`config.mk`:
```
export PLATFORM = sky130hd
export DESIGN_NAME = sweep_prof_ctrl
export DESIGN_NICKNAME = d
export VERILOG_FILES = /design/src/rtl/sweep_prof_pkg.sv /design/src/rtl/sweep_prof_sync.sv /design/src/rtl/sweep_prof_dwell.sv /design/src/rtl/sweep_prof_seq.sv /design/src/rtl/sweep_prof_ctrl.sv
export SDC_FILE = /design/constraint.sdc
export NUM_CORES = 1
export LEC_CHECK = 0
export BUFFER_PORTS_ARGS = -buffer_cell sky130_fd_sc_hd__buf_2
export CORE_MARGIN = 3
export CORE_UTILIZATION = 55
export CTS_CLUSTER_DIAMETER = 40
export CTS_CLUSTER_SIZE = 25
export DETAILED_ROUTE_END_ITERATION = 12
export PLACE_DENSITY = 0.76
export SETUP_SLACK_MARGIN = 0.05
export SLEW_MARGIN = 30
export SYNTH_ARGS = -nofsm -noshare
export SYNTH_HDL_FRONTEND = slang
export SYNTH_SLANG_ARGS = --single-unit
```
`constraint.sdc`:
```
create_clock -name clk_i -period 9.5 [get_ports clk_i]
set_input_delay 1.9 -clock clk_i [delete_from_list [all_inputs] [get_ports clk_i]]
set_output_delay 1.9 -clock clk_i [all_outputs]
set_load 0.01 [all_outputs]
```
`src/rtl/sweep_prof_pkg.sv`:
```
package sweep_prof_pkg;
  typedef enum logic [1:0] {
    SWP_SAW  = 2'd0,
    SWP_TRI  = 2'd1,
    SWP_HOLD = 2'd2
  } sweep_mode_e;
endpackage

```
`src/rtl/sweep_prof_sync.sv`:
```
module sweep_prof_sync #(
  parameter int STAGES = 2
) (
  input  logic clk_i,
  input  logic rst_ni,
  input  logic d_i,
  output logic rise_o
);
  logic [STAGES:0] sh_q;

  always_ff @(posedge clk_i or negedge rst_ni) begin
    if (!rst_ni) sh_q <= '0;
    else         sh_q <= {sh_q[STAGES-1:0], d_i};
  end

  assign rise_o = sh_q[STAGES-1] & ~sh_q[STAGES];
endmodule

```
`src/rtl/sweep_prof_dwell.sv`:
```
module sweep_prof_dwell #(
  parameter int DWELL_W = 16
) (
  input  logic               clk_i,
  input  logic               rst_ni,
  input  logic               clr_i,
  input  logic               en_i,
  input  logic [DWELL_W-1:0] limit_i,
  output logic               tick_o
);
  logic [DWELL_W-1:0] cnt_q;
  logic [DWELL_W-1:0] lim;

  // zero dwell behaves as one cycle
  assign lim    = (limit_i == '0) ? DWELL_W'(1) : limit_i;
  assign tick_o = en_i && (cnt_q == lim - DWELL_W'(1));

  always_ff @(posedge clk_i or negedge rst_ni) begin
    if (!rst_ni)              cnt_q <= '0;
    else if (clr_i || tick_o) cnt_q <= '0;
    else if (en_i)            cnt_q <= cnt_q + DWELL_W'(1);
  end
endmodule

```
`src/rtl/sweep_prof_seq.sv`:
```
module sweep_prof_seq
  import sweep_prof_pkg::*;
#(
  parameter int FREQ_W = 24,
  parameter int INCR_W = 12
) (
  input  logic              clk_i,
  input  logic              rst_ni,
  input  logic              load_i,
  input  logic              adv_i,
  input  sweep_mode_e       mode_i,
  input  logic [FREQ_W-1:0] start_i,
  input  logic [FREQ_W-1:0] step_i,
  input  logic [INCR_W-1:0] last_i,
  output logic [FREQ_W-1:0] freq_o,
  output logic              step_o,
  output logic              done_o
);
  logic [INCR_W-1:0] idx_q;
  logic              up_q;
  logic              hold;

  assign hold = (mode_i == SWP_HOLD) || (last_i == '0);

  always_ff @(posedge clk_i or negedge rst_ni) begin
    if (!rst_ni) begin
      idx_q  <= '0;
      up_q   <= 1'b1;
      freq_o <= '0;
      step_o <= 1'b0;
      done_o <= 1'b0;
    end else if (load_i) begin
      idx_q  <= '0;
      up_q   <= 1'b1;
      freq_o <= start_i;
      step_o <= 1'b1;
      done_o <= 1'b0;
    end else if (adv_i && !hold) begin
      step_o <= 1'b1;
      done_o <= 1'b0;
      if (mode_i == SWP_SAW) begin
        if (idx_q == last_i) begin
          idx_q  <= '0;
          freq_o <= start_i;
        end else begin
          idx_q  <= idx_q + INCR_W'(1);
          freq_o <= freq_o + step_i;
          done_o <= (INCR_W'(idx_q + INCR_W'(1)) == last_i);
        end
      end else if (up_q) begin
        // turn at the top without repeating it
        if (idx_q == last_i) begin
          up_q   <= 1'b0;
          idx_q  <= idx_q - INCR_W'(1);
          freq_o <= freq_o - step_i;
        end else begin
          idx_q  <= idx_q + INCR_W'(1);
          freq_o <= freq_o + step_i;
        end
      end else begin
        if (idx_q == '0) begin
          up_q   <= 1'b1;
          idx_q  <= INCR_W'(1);
          freq_o <= freq_o + step_i;
        end else begin
          idx_q  <= idx_q - INCR_W'(1);
          freq_o <= freq_o - step_i;
        end
      end
    end else begin
      step_o <= 1'b0;
      done_o <= 1'b0;
    end
  end
endmodule

```
`src/rtl/sweep_prof_ctrl.sv`:
```
module sweep_prof_ctrl
  import sweep_prof_pkg::*;
#(
  parameter int FREQ_W      = 24,
  parameter int INCR_W      = 12,
  parameter int DWELL_W     = 16,
  parameter int SYNC_STAGES = 2
) (
  input  logic              clk_i,
  input  logic              rst_ni,
  input  logic [FREQ_W-1:0] start_freq_i,
  input  logic [FREQ_W-1:0] step_i,
  input  logic [INCR_W-1:0] num_incr_i,
  input  logic [DWELL_W-1:0] dwell_i,
  input  logic [1:0]        mode_i,
  input  logic              ext_step_i,
  input  logic              ctrl_i,
  output logic [FREQ_W-1:0] freq_o,
  output logic              step_o,
  output logic              done_o,
  output logic              busy_o
);
  logic               rise;
  logic               tick;
  logic               start_evt;
  logic               adv;
  logic               cfg_hold;
  sweep_mode_e        mode_q;
  logic               ext_q;
  logic [FREQ_W-1:0]  start_q;
  logic [FREQ_W-1:0]  step_q;
  logic [INCR_W-1:0]  last_q;
  logic [DWELL_W-1:0] dwell_q;
  sweep_mode_e        mode_dec;

  always_comb begin
    case (mode_i)
      2'd0:    mode_dec = SWP_SAW;
      2'd1:    mode_dec = SWP_TRI;
      default: mode_dec = SWP_HOLD;
    endcase
  end

  sweep_prof_sync #(.STAGES(SYNC_STAGES)) u_sync (
    .clk_i (clk_i),
    .rst_ni(rst_ni),
    .d_i   (ctrl_i),
    .rise_o(rise)
  );

  assign start_evt = rise && !busy_o;

  always_ff @(posedge clk_i or negedge rst_ni) begin
    if (!rst_ni) begin
      busy_o  <= 1'b0;
      mode_q  <= SWP_HOLD;
      ext_q   <= 1'b0;
      start_q <= '0;
      step_q  <= '0;
      last_q  <= '0;
      dwell_q <= '0;
    end else if (start_evt) begin
      busy_o  <= 1'b1;
      mode_q  <= mode_dec;
      ext_q   <= ext_step_i;
      start_q <= start_freq_i;
      step_q  <= step_i;
      last_q  <= num_incr_i;
      dwell_q <= dwell_i;
    end
  end

  assign cfg_hold = (mode_q == SWP_HOLD) || (last_q == '0);

  sweep_prof_dwell #(.DWELL_W(DWELL_W)) u_dwell (
    .clk_i  (clk_i),
    .rst_ni (rst_ni),
    .clr_i  (start_evt),
    .en_i   (busy_o && !ext_q),
    .limit_i(dwell_q),
    .tick_o (tick)
  );

  assign adv = busy_o && (ext_q ? rise : tick);

  sweep_prof_seq #(.FREQ_W(FREQ_W), .INCR_W(INCR_W)) u_seq (
    .clk_i  (clk_i),
    .rst_ni (rst_ni),
    .load_i (start_evt),
    .adv_i  (adv),
    .mode_i (start_evt ? mode_dec : mode_q),
    .start_i(start_evt ? start_freq_i : start_q),
    .step_i (step_q),
    .last_i (last_q),
    .freq_o (freq_o),
    .step_o (step_o),
    .done_o (done_o)
  );
endmodule

```
==> flow_summary.yaml <==
synthesis:
  synth_fa_ha_area_frac: 0.06897
  synth_compound_area_frac: 0.2261
  ys_ff_latch: 138
  avgSynthCellArea_um2: 8.116
  synth_xor_area_frac: 0.05627
  synth.area.mux_share: 0.01413
  synth_fp_nets: 1323
  syn_area_mm2: 0.009651
  synth.distinct_cells: 72
  synth-edff-count: 0
  syn_inst: 1189
  synth-simple-area-share: 0.2248
  synth_top_family_by_area: "compound AO/OA/AOI/OAI gates"
  synth-seq-area-share: 0.3581
  async_reset_ff_frac: 1.000
  synth_warnings: 0
  synth_ff_type: "dfrtp_1"
power:
  p_comb_frac: 0.507
  p_seq_frac: 0.277
  power_density_mw_per_mm2: 308.5
  power.switching_fraction: 0.4346
  ir_drop_mv: 0.2041
  power.share.clock: 0.216
  p_leak_nw: 5.132
  intPower_mw: 1.911
  power_switching_mw: 1.469
critical_path:
  cp.arrival_ps: 5890
  reg2reg_depth: 14
  worstSetupEndpointType: "flip-flop"
  required_ps: 9810
  regToRegEndpoint: "u_seq.freq_o[9]$_DFFE_PN0P_"
  rrSetupSlack_ps: 3910
  worstSetupPathType: "reg2reg"
  critPathMaxFanout: 28
  crit_start: "dwell_q[5]$_DFFE_PN0P_"
  timing.rr.start: "dwell_q[5]$_DFFE_PN0P_"
  critPathLaunchType: "flip-flop"
run:
  max_cap_violations: 0
floorplanning:
  die_height_um: 138.5
  num_rows: 47
  pin_count: 109
  chipWidth_um: 138.5
  core-area_mm2: 0.01688
  initial_core_util: 0.5718
  die-area_mm2: 0.01917
drt:
  wl_per_cell_um: 17.91
  drtAntennaViolNets: 0
  dr.pass1.iters: 5
  drc_errors: 0
  drt-initial-drc-count: 787
  wirelength_um: 26740
  via_per_inst: 6.083
  vias: 9082
worst_hold_path:
  worstHoldPathType: "reg2reg"
  holdPathEnd: "u_sync.sh_q[1]$_DFF_PN0_"
  hold_depth: 0
  worst_hold_startpoint: "u_sync.sh_q[0]$_DFF_PN0_"
grt:
  grt_overflow_total: 0
  grt_pass1_vias: 8687
  grt_pass1_wl_um: 44280
  antenna_found_initial: 0
  grt_max_degree: 76
  grt_usage: 0.2767
cells_and_area:
  area_delta_synth_final_pct: 13.54
  antenna_cells: 0
  layout-drive-gt1-share: 0.1359
  fin_nets: 1395
  final_cells: 1493
timing:
  setup_viol: 0
  fin_crit_ps: 5585
  max_freq_mhz: 179.0
  fin_setup_tns_ps: 0
  maxSlewViolCount: 0
  rsz0062_at_grt: "false"
  finalCritPeriodShare: 0.5879
  final_hold_viol_count: 0
  tightest_slew_ps: 941.9
  finClkSkew_ps: 9.915
  slew_headroom: 0.3558
cts:
  htreeDepth: 4
  cts_hold_buf: 0
  cts_resized: 0
  cts.path.max_buffers: 2
  clock_latency_ps: 430
  numClockSinks: 138
  cts_tree: "yes"
  cts-root-buf: "clkbuf_16"
  clk_pin_slew_ps: 60
  cts_made_buffers: 17
  cts_setup_buffers: 0
place:
  placedCellCount: 1462
  place_congestion: 0.9618
  portBuffers: 108
  dp_hpwl_um: 18600
status:
  status: "complete, no violations"
==> kinds of logic after synthesis <==
family          after synthesis
compound gates              325
xor+xnor                     62
fa+ha+maj                    52
buf+inv                     129
flops                       138
mux                          13
simple gates                470
==> registers in the layout, summed over array words and instances, names as in the netlist <==
name / flops
u_dwell.cnt_q: 16
busy_o: 1
u_sync.sh_q: 3
u_seq.freq_o: 24
step_q: 24
mode_q: 2
u_seq.up_q: 1
ext_q: 1
u_seq.idx_q: 12
dwell_q: 16
start_q: 24
u_seq.done_o: 1
u_seq.step_o: 1
last_q: 12
==> per-stage QoR <==
stage	total power, mW	setup WS (ps)	hold slack (ps)	utilization	instance area (um^2)
finish	3.380	3915	411.0	0.6492	10960
CTS	3.354	3994	420.7	0.6490	10950
global route	3.619	3653	419.1	0.6492	10960
detailed placement	2.604	4031	404.1	0.6110	10310
floorplan	2.160	5464	331.2	-	9651
global placement	2.580	4153	390.2	0.6107	10310
==> power by group through the flow <==
| stage | combinational (mW) | sequential [mW] | clock (mW) |
|---|---|---|---|
| after global placement | 1.65 | 0.935 | 0 |
| after detailed placement | 1.67 | 0.936 | 0 |
| after CTS | 1.68 | 0.930 | 0.739 |
| after floorplan | 1.28 | 0.885 | 0 |
| final | 1.71 | 0.937 | 0.729 |
| after global routing | 1.90 | 0.957 | 0.764 |
==> per-layer routing <==
layer	wire length, um	global-route usage
met3	1722	0.04972
met1	11780	0.3842
met5	0	0
met2	12730	0.4548
met4	505	0.06396
==> Yosys cell counts, types with 14 or more instances <==
cell        n  share of area
clkbuf_1   51          0.020
ha_1       50          0.065
nor2_1     86          0.033
nor3_1     20          0.010
and3_1     21          0.014
nand3_1    22          0.011
a21o_1     18          0.014
xor2_1     24          0.022
o31ai_1    14          0.011
inv_1      64          0.025
o21ai_0    67          0.035
nand2_1   230          0.089
a21oi_1    73          0.038
xnor2_1    38          0.034
dfrtp_1   136           0.35
==> cell type report <==
| type | instances | area (um^2) |
|---|---|---|
| Fill cell | 1492 | 5921 |
| Multi-Input combinational cell | 922 | 5719 |
| Sequential cell | 138 | 3456 |
| Timing Repair Buffer | 118 | 625.6 |
| Clock buffer | 19 | 442.9 |
| Tap cell | 220 | 275.3 |
| Inverter | 64 | 240.2 |
| Clock inverter | 12 | 197.7 |
==> worst max path at each step <==
stage	depth (start not counted)	to	slack (ps)
finish	14	u_seq.freq_o[9]$_DFFE_PN0P_	3910
global route	14	u_seq.freq_o[9]$_DFFE_PN0P_	3650
CTS	14	u_seq.freq_o[9]$_DFFE_PN0P_	3990
detailed placement	14	u_seq.freq_o[9]$_DFFE_PN0P_	4030
global placement	14	u_seq.freq_o[3]$_DFFE_PN0P_	4150
floorplan	16	u_seq.freq_o[10]$_DFFE_PN0P_	5460
==> critical path: stages (launching register included) <==
cell and delay (ps):
dfrtp_1 470, or4_1 710, nor3_4 350, a21oi_1 120
ha_1 310, xor2_1 150, o2111ai_1 120, a311o_1 360
a2111oi_0 470, o2111ai_1 220, a2111o_1 430, a21oi_4 680
buf_4 430, nor2_1 210, a221o_1 410
==> cell usage in the layout, fill, tap and decap left out, types with 21 or more instances in the layout <==
master	count
xor2_1	24
and3_1	21
a21oi_1	73
dfrtp_1	136
xnor2_1	38
nor2_1	84
nand3_1	22
nand2_1	230
ha_1	50
inv_1	64
buf_2	107
o21ai_0	67
No activity file was read; power rests on OpenSTA's default activity.
